===== config.mk =====
export PLATFORM = sky130hd
export DESIGN_NAME = colrep_block_seq
export DESIGN_NICKNAME = d
export VERILOG_FILES = /design/src/rtl/colrep_pkg.sv /design/src/rtl/colrep_merge.sv /design/src/rtl/colrep_scan.sv /design/src/rtl/colrep_block_seq.sv
export SDC_FILE = /design/constraint.sdc
export NUM_CORES = 1
export LEC_CHECK = 0
export ABC_AREA = 1
export ABC_CLOCK_PERIOD_IN_PS = 4220
export BUFFER_PORTS_ARGS = -buffer_cell sky130_fd_sc_hd__buf_2
export CORE_ASPECT_RATIO = 1.1
export CORE_MARGIN = 2
export CORE_UTILIZATION = 55
export CTS_CLUSTER_DIAMETER = 40
export DETAILED_ROUTE_END_ITERATION = 10
export PLACE_DENSITY = 0.87
export SYNTH_ARGS = -nofsm -noshare
export SYNTH_HDL_FRONTEND = slang
export SYNTH_HIERARCHICAL = 1
export SYNTH_SLANG_ARGS = --single-unit

===== constraint.sdc =====
create_clock -name clk -period 4.22 [get_ports clk]
set_input_delay 0.844 -clock clk [delete_from_list [all_inputs] [get_ports clk]]
set_output_delay 0.844 -clock clk [all_outputs]
set_load 0.1 [all_outputs]

===== src/rtl/colrep_pkg.sv =====
package colrep_pkg;
  typedef enum logic [3:0] {
    S_IDLE, S_WWR, S_WVR, S_WCMP,
    S_RRD, S_RCAP, S_RRSP,
    S_SRD, S_SMOD, S_SVR, S_SCMP, S_NEXT
  } colrep_st_t;
endpackage


===== src/rtl/colrep_merge.sv =====
// Applies the spares selected by sel onto the raw data, lowest index first,
// so a higher index overrides a lower one on the same column.
module colrep_merge #(
  parameter int DW  = 8,
  parameter int NWR = 2,
  parameter int NBR = 3,
  parameter int PW  = 3
) (
  input  logic [DW+2*NWR+NBR-1:0]  raw,
  input  logic [(NWR+NBR)*PW-1:0]  pos,
  input  logic [NWR+NBR-1:0]       act,
  input  logic [NWR+NBR-1:0]       bad,
  input  logic [NWR+NBR-1:0]       sel,
  input  logic                     skip_bad,
  output logic [DW-1:0]            data
);
  localparam int T = NWR + NBR;

  logic [DW-1:0] stg [T+1];
  assign stg[0] = raw[DW-1:0];

  for (genvar i = 0; i < T; i++) begin : g_stage
    logic          en_w, val_w, hit_w;
    logic [PW-1:0] p_w;
    assign p_w = pos[i*PW +: PW];
    if (i < NWR) begin : g_word
      assign val_w = raw[DW+2*i];
      assign en_w  = raw[DW+2*i+1];
    end else begin : g_blk
      assign val_w = raw[DW+NWR+i];
      assign en_w  = 1'b1;
    end
    assign hit_w = sel[i] & act[i] & en_w & ~(skip_bad & bad[i]);
    assign stg[i+1] = hit_w ? ((stg[i] & ~(DW'(1) << p_w)) | (DW'(val_w) << p_w))
                            : stg[i];
  end

  assign data = stg[T];
endmodule


===== src/rtl/colrep_scan.sv =====
// Compares the intended word with the read-back and reports the lowest new fault.
module colrep_scan #(
  parameter int DW  = 8,
  parameter int NWR = 2,
  parameter int NBR = 3,
  parameter int PW  = 3,
  parameter int IW  = 3
) (
  input  logic [DW+2*NWR+NBR-1:0]  want,
  input  logic [DW+2*NWR+NBR-1:0]  got,
  input  logic [(NWR+NBR)*PW-1:0]  pos,
  input  logic [NWR+NBR-1:0]       act,
  input  logic [NWR+NBR-1:0]       bad,
  input  logic                     chk_spare,
  output logic                     dat_err,
  output logic [PW-1:0]            dat_pos,
  output logic                     spr_err,
  output logic [IW-1:0]            spr_idx
);
  localparam int T  = NWR + NBR;
  localparam int MW = DW + 2*NWR + NBR;

  logic [MW-1:0] diff;
  logic [DW-1:0] covered, dat_bad;
  logic [T-1:0]  spr_bad;

  always_comb begin
    diff    = want ^ got;
    covered = '0;
    spr_bad = '0;
    for (int i = 0; i < T; i++) begin
      if (act[i]) covered[pos[i*PW +: PW]] = 1'b1;
      if (act[i] && !bad[i] && chk_spare) begin
        if (i < NWR) spr_bad[i] = |diff[DW+2*i +: 2];
        else         spr_bad[i] = diff[DW+NWR+i];
      end
    end
    dat_bad = diff[DW-1:0] & ~covered;
    dat_err = |dat_bad;
    dat_pos = '0;
    for (int i = DW-1; i >= 0; i--) if (dat_bad[i]) dat_pos = PW'(i);
    spr_err = |spr_bad;
    spr_idx = '0;
    for (int i = T-1; i >= 0; i--) if (spr_bad[i]) spr_idx = IW'(i);
  end
endmodule


===== src/rtl/colrep_block_seq.sv =====
module colrep_block_seq #(
  parameter int DW  = 8,
  parameter int NWR = 2,
  parameter int NBR = 3,
  parameter int AW  = 3
) (
  input  logic                    clk,
  input  logic                    rst_n,
  input  logic                    cmd_valid,
  output logic                    cmd_ready,
  input  logic                    cmd_write,
  input  logic [AW-1:0]           cmd_addr,
  input  logic [DW-1:0]           cmd_wdata,
  output logic                    rsp_valid,
  input  logic                    rsp_ready,
  output logic [DW-1:0]           rsp_data,
  output logic                    mem_en,
  output logic                    mem_we,
  output logic [AW-1:0]           mem_addr,
  output logic [DW+2*NWR+NBR-1:0] mem_wdata,
  input  logic [DW+2*NWR+NBR-1:0] mem_rdata,
  output logic                    busy,
  output logic                    exhausted
);
  import colrep_pkg::*;

  localparam int T  = NWR + NBR;
  localparam int MW = DW + 2*NWR + NBR;
  localparam int PW = (DW > 1) ? $clog2(DW) : 1;
  localparam int IW = (T > 1) ? $clog2(T) : 1;

  colrep_st_t     st;
  logic [T*PW-1:0] pos_q;
  logic [T-1:0]   act_q, bad_q;
  logic [AW-1:0]  h_addr, cnt, ovr_addr, pend_addr;
  logic [DW-1:0]  h_wdata, rsp_q;
  logic [MW-1:0]  word_q;
  logic [IW-1:0]  cur_b;
  logic [PW-1:0]  pend_pos;
  logic           ovr_v, ovr_val, pend_v, pend_val, redo, exh_q;

  // free pointer search, lowest index first
  logic          wr_free, br_free;
  logic [IW-1:0] wr_idx, br_idx;
  always_comb begin
    wr_free = 1'b0; wr_idx = '0;
    br_free = 1'b0; br_idx = '0;
    for (int i = NWR-1; i >= 0; i--)
      if (!act_q[i]) begin wr_free = 1'b1; wr_idx = IW'(i); end
    for (int i = T-1; i >= NWR; i--)
      if (!act_q[i]) begin br_free = 1'b1; br_idx = IW'(i); end
  end

  // corrected data: all healthy spares on reads, only lower ones in a sweep
  logic          in_sweep;
  logic [T-1:0]  low_mask, mrg_sel;
  logic [DW-1:0] merged;
  assign in_sweep = (st == S_SMOD);
  assign low_mask = (T'(1) << cur_b) - T'(1);
  assign mrg_sel  = in_sweep ? low_mask : '1;

  colrep_merge #(.DW(DW), .NWR(NWR), .NBR(NBR), .PW(PW)) u_merge (
    .raw(mem_rdata), .pos(pos_q), .act(act_q), .bad(bad_q),
    .sel(mrg_sel), .skip_bad(!in_sweep), .data(merged)
  );

  logic          dat_err, spr_err;
  logic [PW-1:0] dat_pos;
  logic [IW-1:0] spr_idx;
  colrep_scan #(.DW(DW), .NWR(NWR), .NBR(NBR), .PW(PW), .IW(IW)) u_scan (
    .want(word_q), .got(mem_rdata), .pos(pos_q), .act(act_q), .bad(bad_q),
    .chk_spare(st == S_WCMP), .dat_err(dat_err), .dat_pos(dat_pos),
    .spr_err(spr_err), .spr_idx(spr_idx)
  );

  // host write word with every healthy claimed spare filled
  logic [MW-1:0] hw;
  always_comb begin
    hw = '0;
    hw[DW-1:0] = h_wdata;
    for (int i = 0; i < T; i++) begin
      if (act_q[i] && !bad_q[i]) begin
        if (i < NWR) begin
          hw[DW+2*i]   = h_wdata[pos_q[i*PW +: PW]];
          hw[DW+2*i+1] = 1'b1;
        end else begin
          hw[DW+NWR+i] = h_wdata[pos_q[i*PW +: PW]];
        end
      end
    end
  end

  // sweep word: raw read with the swept spare refreshed
  logic [PW-1:0] cur_pos;
  logic          corr;
  logic [MW-1:0] sw;
  assign cur_pos = pos_q[cur_b*PW +: PW];
  assign corr    = (ovr_v && ovr_addr == cnt) ? ovr_val : merged[cur_pos];
  always_comb begin
    sw = mem_rdata;
    sw[DW + NWR + int'(cur_b)] = corr;
  end

  // allocation request out of a host verify
  logic          a_req, a_wr_ok;
  logic [PW-1:0] a_pos;
  always_comb begin
    a_req   = dat_err | spr_err;
    a_pos   = dat_pos;
    a_wr_ok = 1'b1;
    if (!dat_err && spr_err) begin
      a_pos   = pos_q[spr_idx*PW +: PW];
      a_wr_ok = (int'(spr_idx) < NWR);
    end
  end

  // memory port
  always_comb begin
    mem_en = 1'b0; mem_we = 1'b0; mem_addr = h_addr; mem_wdata = hw;
    unique case (st)
      S_WWR:  begin mem_en = 1'b1; mem_we = 1'b1; end
      S_WVR, S_RRD: mem_en = 1'b1;
      S_SRD, S_SVR: begin mem_en = 1'b1; mem_addr = cnt; end
      S_SMOD: begin mem_en = 1'b1; mem_we = 1'b1; mem_addr = cnt; mem_wdata = sw; end
      default: ;
    endcase
  end

  assign cmd_ready = (st == S_IDLE);
  assign busy      = (st != S_IDLE);
  assign rsp_valid = (st == S_RRSP);
  assign rsp_data  = rsp_q;
  assign exhausted = exh_q;

  always_ff @(posedge clk or negedge rst_n) begin
    if (!rst_n) begin
      st <= S_IDLE; pos_q <= '0; act_q <= '0; bad_q <= '0;
      h_addr <= '0; h_wdata <= '0; rsp_q <= '0; word_q <= '0;
      cnt <= '0; cur_b <= '0; ovr_v <= 1'b0; ovr_addr <= '0; ovr_val <= 1'b0;
      pend_v <= 1'b0; pend_addr <= '0; pend_pos <= '0; pend_val <= 1'b0;
      redo <= 1'b0; exh_q <= 1'b0;
    end else begin
      unique case (st)
        S_IDLE: if (cmd_valid) begin
          h_addr  <= cmd_addr;
          h_wdata <= cmd_wdata;
          st      <= cmd_write ? S_WWR : S_RRD;
        end
        S_WWR: begin word_q <= hw; st <= S_WVR; end
        S_WVR: st <= S_WCMP;
        S_WCMP: begin
          if (!a_req) st <= S_IDLE;
          else begin
            if (!dat_err) bad_q[spr_idx] <= 1'b1;
            if (a_wr_ok && wr_free) begin
              act_q[wr_idx] <= 1'b1;
              pos_q[wr_idx*PW +: PW] <= a_pos;
              st <= S_WWR;
            end else if (br_free) begin
              act_q[br_idx] <= 1'b1;
              pos_q[br_idx*PW +: PW] <= a_pos;
              cur_b <= br_idx; cnt <= '0; ovr_v <= 1'b0; redo <= 1'b1;
              st <= S_SRD;
            end else begin
              exh_q <= 1'b1;
              st <= S_IDLE;
            end
          end
        end
        S_RRD:  st <= S_RCAP;
        S_RCAP: begin rsp_q <= merged; st <= S_RRSP; end
        S_RRSP: if (rsp_ready) st <= S_IDLE;
        S_SRD:  st <= S_SMOD;
        S_SMOD: begin word_q <= sw; st <= S_SVR; end
        S_SVR:  st <= S_SCMP;
        S_SCMP: begin
          if (dat_err && !pend_v) begin
            pend_v <= 1'b1; pend_addr <= cnt;
            pend_pos <= dat_pos; pend_val <= word_q[dat_pos];
          end
          if (cnt == '1) st <= S_NEXT;
          else begin cnt <= cnt + 1'b1; st <= S_SRD; end
        end
        S_NEXT: begin
          pend_v <= 1'b0;
          if (pend_v && br_free) begin
            act_q[br_idx] <= 1'b1;
            pos_q[br_idx*PW +: PW] <= pend_pos;
            cur_b <= br_idx; cnt <= '0;
            ovr_v <= 1'b1; ovr_addr <= pend_addr; ovr_val <= pend_val;
            st <= S_SRD;
          end else begin
            if (pend_v) exh_q <= 1'b1;
            ovr_v <= 1'b0;
            redo  <= 1'b0;
            st    <= redo ? S_WWR : S_IDLE;
          end
        end
        default: st <= S_IDLE;
      endcase
    end
  end
endmodule


==> results.tsv, run 1 <==
stage	metric	value	unit
yosys	largest family of logic cells by synthesized area	simple AND/OR/NAND/NOR gates	
worst_setup_path	crit path buf inv count	4	
sta	Final Hold Vio Count	0	
route	drt pass-1 iters	8	
die	Die ar.	0.01353	mm²
sta	final setup vio count	8	
yosys	mux contribution to synthesized area	0.9740	%
worst_setup_path	critical-path cell list	nor2_4 > nand2_2 > ha_4 > nand3b_1 > nand3_1 > nand3_2 > nor2_4 > inv_2 > o22ai_2 > inv_1 > nand2_1 > nand2_1 > nand2_1 > nand2_2 > inv_2 > nand3_2 > nand3_2 > nand3b_1 > nand3_4 > nand3_1 > nand2_1 > nand2_2 > buf_12	
route	# DRC	0	
yosys	post-synthesis compound-gate area fraction	15.80	%
yosys	fraction of registers with async set/reset	100.0	%
global_routing	first-pass GRT wire length	37.27	mm
yosys	ys flop type	dfrtp_1	
yosys	number of synthesized flops with an enable pin	0	
run_status	failing checks	negative setup slack	
clock_tree	Worst-Skew Late Latency	350	ps
finish	post-layout util	66.01	%
worst_setup_path	Max Fanout on Critical Path	7	
die	row count	43	
yosys	area leader, netlist	dfrtp_1	
finish	n_diodes	0	
clock_tree	CTS tree	built	
placement	Post-DP Area	0.007626	mm²
sta	final hold slack	475.8	ps
yosys	post-synthesis adder-cell area fraction	1.082	%
yosys	Netlist cell types	51	
placement	I/O Buffers	62	
yosys	syn nets	1108	
sta	Worst Skew	10.19	ps
route	vias per cell	5.980	
die	core area	0.01248	mm²
worst_setup_path	Req. time, crit path	3380	ps
finish	most common cell after layout, fill and taps aside	nand2_1	
sta	fmax	232.5	MHz
worst_setup_path	CP max-delay cell	dfrtp_2	
die	die height	121.8	µm
sta	RSZ-0062 raised after global routing	true	
sta	part of the cycle the worst path needs	101.9	%
placement	dpl ws	197.5	ps
die	I/O pins	63	
finish	nets@finish	1199	
power_and_ir_drop	PnR Total Power	7.113	mW
route	Vias	7911	
global_routing	vias in the first global route	7347	
route	aggregate routed wire length	23.86	mm
power_and_ir_drop	largest vdd supply drop	0.8748	mV
placement	RD Place Congestion	1.026	
worst_setup_path	max incr delay on CP	440	ps
route	DR iter-0 viols	1024	
power_and_ir_drop	Power Density	863.4	mW/mm²
yosys	Synth Area per Inst	6.477	µm²
finish	Area growth syn-to-layout	18.78	%
route	Routed WL per cell	18.03	µm
clock_tree	CTS Buf Count	9	
sta	setup ws final	-81.43	ps
yosys	Synth top area share	30.30	%
clock_tree	Root Driver	clkbuf_16	
yosys	post-synthesis xor/xnor area fraction	1.768	%
die	die width	111.1	µm
global_routing	largest net degree at the start of global routing	55	
worst_setup_path	CP Data Arrival Time	3460	ps
clock_tree	CTS clk-pin slew, worst paths	60	ps
global_routing	Total Routing Usage GR	35.00	%
finish	filler cell count in the final layout	1134	
worst_setup_path	most used cell, CP	nand2_1	
run_status	status	finished, violations left	
worst_setup_path	CP Class	reg -> out	
yosys	Synth Register Bits	84	
clock_tree	CTS sink cnt	84	
flow_run	maxcap violations	0	
finish	share of layout cells above drive strength 1	21.78	%
worst_setup_path	CP endpoint kind	output port	
yosys	Post-Synth Simple-Gate Area	40.06	%
route	Routed Antenna Nets	0	
sta	Max-slew headroom	48.61	%
finish	most frequent cells in the layout	nand2_1 (273), inv_1 (124), nor2_1 (118), o21ai_0 (84), dfrtp_1 (80)	
clock_tree	Max Buffers Root-to-Sink	2	
finish	post-route cell area	0.008239	mm²
yosys	Synth warnings	6	
sta	pins over their slew limit	0	
global_routing	gr ovfl total	0	
clock_tree	CTS HTree Levels	3	
worst_setup_path	CP Launch Type	register	
yosys	post-synthesis sequential area ratio	30.30	%
die	Starting Density	55.57	%
global_routing	initial antenna violation count	0	
yosys	Syn Inst Count	1071	
yosys	Cell Area, Synth	0.006937	mm²
worst_setup_path	cell family with most CP delay	simple AND/OR/NAND/NOR gates	
power_and_ir_drop	leakage	4.161	nW
placement	DP HPWL	17.45	mm
sta	Slew @ Worst Pin	768.7	ps
min_path	Tightest Hold Check Type	reg -> reg	
yosys	top post-synthesis cells by area	dfrtp_1 (30%), nand2_1 (15%), inv_1 (6.8%), nor2_1 (6.5%), o21ai_0 (6.2%)	
sta	fin crit period	4301	ps
==> final timing paths <==
check,slack (ps),to,from,cells after the start
setup / recovery,-80,mem_wdata[14],cur_b[0],23
hold / removal,480,ovr_addr[2],pend_addr[2],2
setup reg to reg,500,pos_q[9],st[1],22
min in group asynchronous,550,pos_q[9],rst_n,1
hold reg to reg,480,ovr_addr[2],pend_addr[2],2
max in group asynchronous,2780,st[2],rst_n,2
==> kinds of logic (layout without fill, tap and decap cells) <==
group                      after synthesis  count (layout)
AOI/OAI and AO/OA                      190             190
buffers and inverters                  171             265
and+or+nand+nor                        600             601
DFF                                     84              84
xor gates and xnor gates                14              14
adders and majority gates                6               6
muxes                                    6               6
==> cells in the mapped netlist (2+ instances only) <==
cell type  number
a31oi_1         4
o21bai_1        5
buf_4           3
or2_2           2
nand3_1        73
buf_2           3
o21ai_0        86
o22ai_1        12
nand2_1       276
buf_6           5
a211oi_1        2
a31o_2          3
xor2_1          9
o211ai_1        9
o22ai_2         2
nor2_1        120
clkbuf_1        6
nor3_2          2
nor3_1         20
dfrtp_1        84
a21oi_2         7
nand3_2        18
nor2_2         20
inv_1         126
nand4_1        25
o21ai_1        13
a21oi_1        39
clkinv_1        3
xnor2_1         5
ha_1            6
and3_1          2
nand2_2        27
mux2_2          6
nor2_4          4
inv_2          24
nand3b_1        3
a22oi_1         3
==> registers in the layout, summed over array words and instances (netlist names), 3 cells and up <==
register / cells
cnt: 3
word_q: 15
pend_pos: 3
h_wdata: 8
cur_b: 3
act_q: 5
ovr_addr: 3
h_addr: 3
pend_addr: 3
bad_q: 5
pos_q: 15
st: 4
rsp_data: 8
==> routing by layer <==
layer	part of all wire (%)	vias to the layer above	wire, µm	track usage, %
met1	38	3579	8952	43.55
met2	45	533	10790	57.44
met3	11	123	2737	7.811
li1	-	3676	-	-
met4	5.8	0	1380	18.60
met5	0	-	0	0
==> worst min-delay path: cells and delay by family, from the launching register on <==
| kind | cells | cell delay [ps] |
|---|---|---|
| flops | 1 | 340 |
| simple gates | 2 | 100 |
==> repair_timing <==
| item | 4_1_cts | 5_1_grt |
|---|---|---|
| pin swaps | 6 | 17 |
| resized for setup | 10 | 36 |
| hold buffers | 0 | 0 |
| buffers inserted | 10 | 6 |
| endpoints found under the setup margin | 11 | 11 |
| gates cloned | 1 | 1 |
==> area by class of cell <==
class,count,area (µm²),share of cell area (%)
Sequential cell,84,2107,25.57
Tap cell,157,196.4,2.384
Multi-Input combinational cell,817,4313,52.35
Clock inverter,5,53.80,0.6530
Timing Repair Buffer,97,760.7,9.233
Inverter,153,579.3,7.031
Clock buffer,10,229.0,2.779
==> through the flow <==
step | instances | TNS [ps]
floorplan | 1071 | 0
global placement | 1290 | 0
detailed placement | 1290 | 0
CTS | 1316 | 0
global route | 1323 | -2185
finish | 1323 | -247.5
==> report_power, final <==
part           switching (mW)  leakage, nW  internal, mW
Combinational            3.50         3.03          1.42
Clock                   0.331        0.142         0.453
Sequential              0.334        0.985          1.08
Power figures use the tool's default switching activity.
==> run 2, diff against run 1 <==
- CTS_BUF_LIST: unset -> sky130_fd_sc_hd__clkbuf_8
- PLACE_DENSITY: 0.87 -> 0.76
- TNS_END_PERCENT: unset -> 50
==> results.tsv, run 2 (synthesis results as in run 1) <==
stage	metric	value	unit
run_status	status	completed	
route	drt pass-1 iters	6	
worst_setup_path	CP Class	reg -> out	
clock_tree	Root Driver	clkbuf_8	
placement	RD Place Congestion	1.042	
sta	Worst Skew	15.40	ps
route	# DRC	0	
worst_setup_path	Max Fanout on Critical Path	6	
finish	largest registers	pos_q (15), word_q (15)	
finish	Area growth syn-to-layout	18.72	%
flow_run	maxcap violations	0	
placement	DP HPWL	17.95	mm
clock_tree	CTS HTree Levels	3	
sta	RSZ-0062 raised after global routing	true	
die	die width	111.1	µm
clock_tree	Worst-Skew Late Latency	370	ps
route	aggregate routed wire length	23.90	mm
clock_tree	CTS Hold Bufs	0	
route	Routed Antenna Nets	0	
global_routing	first-pass GRT wire length	37.33	mm
worst_setup_path	CP Launch Type	register	
global_routing	vias in the first global route	7136	
route	Routed WL per cell	17.90	µm
sta	pins over their slew limit	0	
die	row count	43	
sta	Final Hold Vio Count	0	
route	DR iter-0 viols	1097	
die	die height	121.8	µm
power_and_ir_drop	leakage	4.163	nW
global_routing	Total Routing Usage GR	35.16	%
die	Die ar.	0.01353	mm²
placement	dpl ws	271.7	ps
finish	share of layout cells above drive strength 1	23.09	%
power_and_ir_drop	Power Density	845.3	mW/mm²
sta	Slew @ Worst Pin	749.0	ps
finish	filler cell count in the final layout	1169	
sta	fmax	239.4	MHz
min_path	Tightest Hold Check Type	reg -> reg	
die	core area	0.01248	mm²
route	Vias	7885	
clock_tree	Max Buffers Root-to-Sink	2	
clock_tree	CTS clk-pin slew, worst paths	90	ps
sta	final hold slack	477.5	ps
sta	fin crit period	4178	ps
worst_setup_path	CP Data Arrival Time	3330	ps
placement	I/O Buffers	62	
die	I/O pins	63	
die	Starting Density	55.57	%
global_routing	gr ovfl total	0	
global_routing	initial antenna violation count	0	
power_and_ir_drop	largest vdd supply drop	1.056	mV
finish	n_diodes	0	
finish	most common cell after layout, fill and taps aside	nand2_1	
route	vias per cell	5.906	
finish	post-route cell area	0.008235	mm²
clock_tree	CTS tree	built	
sta	setup tns final	0	ps
sta	Max-slew headroom	49.93	%
finish	nets@finish	1210	
worst_setup_path	CP endpoint kind	output port	
sta	final setup vio count	0	
clock_tree	CTS sink cnt	84	
sta	part of the cycle the worst path needs	99.00	%
finish	most frequent cells in the layout	nand2_1 (272), inv_1 (121), nor2_1 (115), o21ai_0 (84), dfrtp_1 (81)	
clock_tree	CTS Buf Count	9	
placement	Post-DP Area	0.007649	mm²
worst_setup_path	Req. time, crit path	3380	ps
sta	setup ws final	42.14	ps
global_routing	largest net degree at the start of global routing	58	
## run 2: cell count changes in the layout (fill, tap and decap cells not counted), sizes merged
cell,delta
buf,+12
bufinv,-1
clkinvlp,+1
inv,+1
nand3,-1
## run 2: timing repair
| item | 4_1_cts | 5_1_grt |
|---|---|---|
| gates resized for setup | 9 | 46 |
| setup endpoints to repair | 11 | 11 |
| buffers inserted | 7 | 19 |
| pin swaps | 4 | 27 |
## run 2: worst paths after layout
path,slack [ps],start,depth (start not counted),endpoint
worst max-delay path,40,cur_b[0],22,mem_wdata[1]
worst min-delay path,480,pend_pos[1],2,pend_pos[1]
worst max register to register,670,st[2],22,pos_q[9]
worst min register to register,480,pend_pos[1],2,pend_pos[1]
max in group asynchronous,2810,rst_n,2,rsp_data[7]
min in group asynchronous,550,rst_n,1,h_wdata[7]
## run 2: power by group
group / leakage [nW] / switching, mW / internal, mW / total, mW
combinational: 3.08 / 3.48 / 1.50 / 4.98
clock: 0.0928 / 0.324 / 0.234 / 0.559
sequential: 0.986 / 0.350 / 1.08 / 1.43
## run 2: layer usage
metal | GRT usage (%) | routed length (µm) | vias to the layer above
met5 | 0 | 0 | -
met4 | 18.83 | 1372 | 0
met3 | 7.612 | 2338 | 94
met2 | 55.44 | 10650 | 478
met1 | 45.67 | 9540 | 3610
li1 | - | - | 3703
## run 2: per-stage QoR
stage          cells  util [%]  total power [mW]
3_3_place_gp    1293     61.28             5.949
5_1_grt         1335     65.98             7.357
3_5_place_dp    1293     61.28             5.990
4_1_cts         1316     63.38             6.618
6_report        1335     65.98             6.962
2_1_floorplan   1071         -             4.737
## run 2: area by class of cell
type                    count  area [µm²]  area share, %
multi-input cells         816        4312          52.35
inverters                 153       579.3          7.034
repair buffers            109       857.1          10.41
clock buffers              10       137.6          1.671
clock inverters             6       47.55         0.5773
well taps                 157       196.4          2.385
flip-flops and latches     84        2106          25.57
## run 2: worst max-delay path, stage by stage (launching register included)
cell      delay (ps)
dfrtp_2          480
nor2_4           130
buf_4            140
inv_2             80
nor2_8           100
inv_2             70
o211ai_1         150
nand3_1          150
nor2_2           220
inv_2            100
nor2_2            90
a21oi_1           40
a21oi_1          170
inv_1             80
nand2_1           70
nand3_1           80
nand3b_1         140
nand3_4          110
buf_6            150
nand3_2           70
nand2_2           90
nand2_4           80
buf_12           170
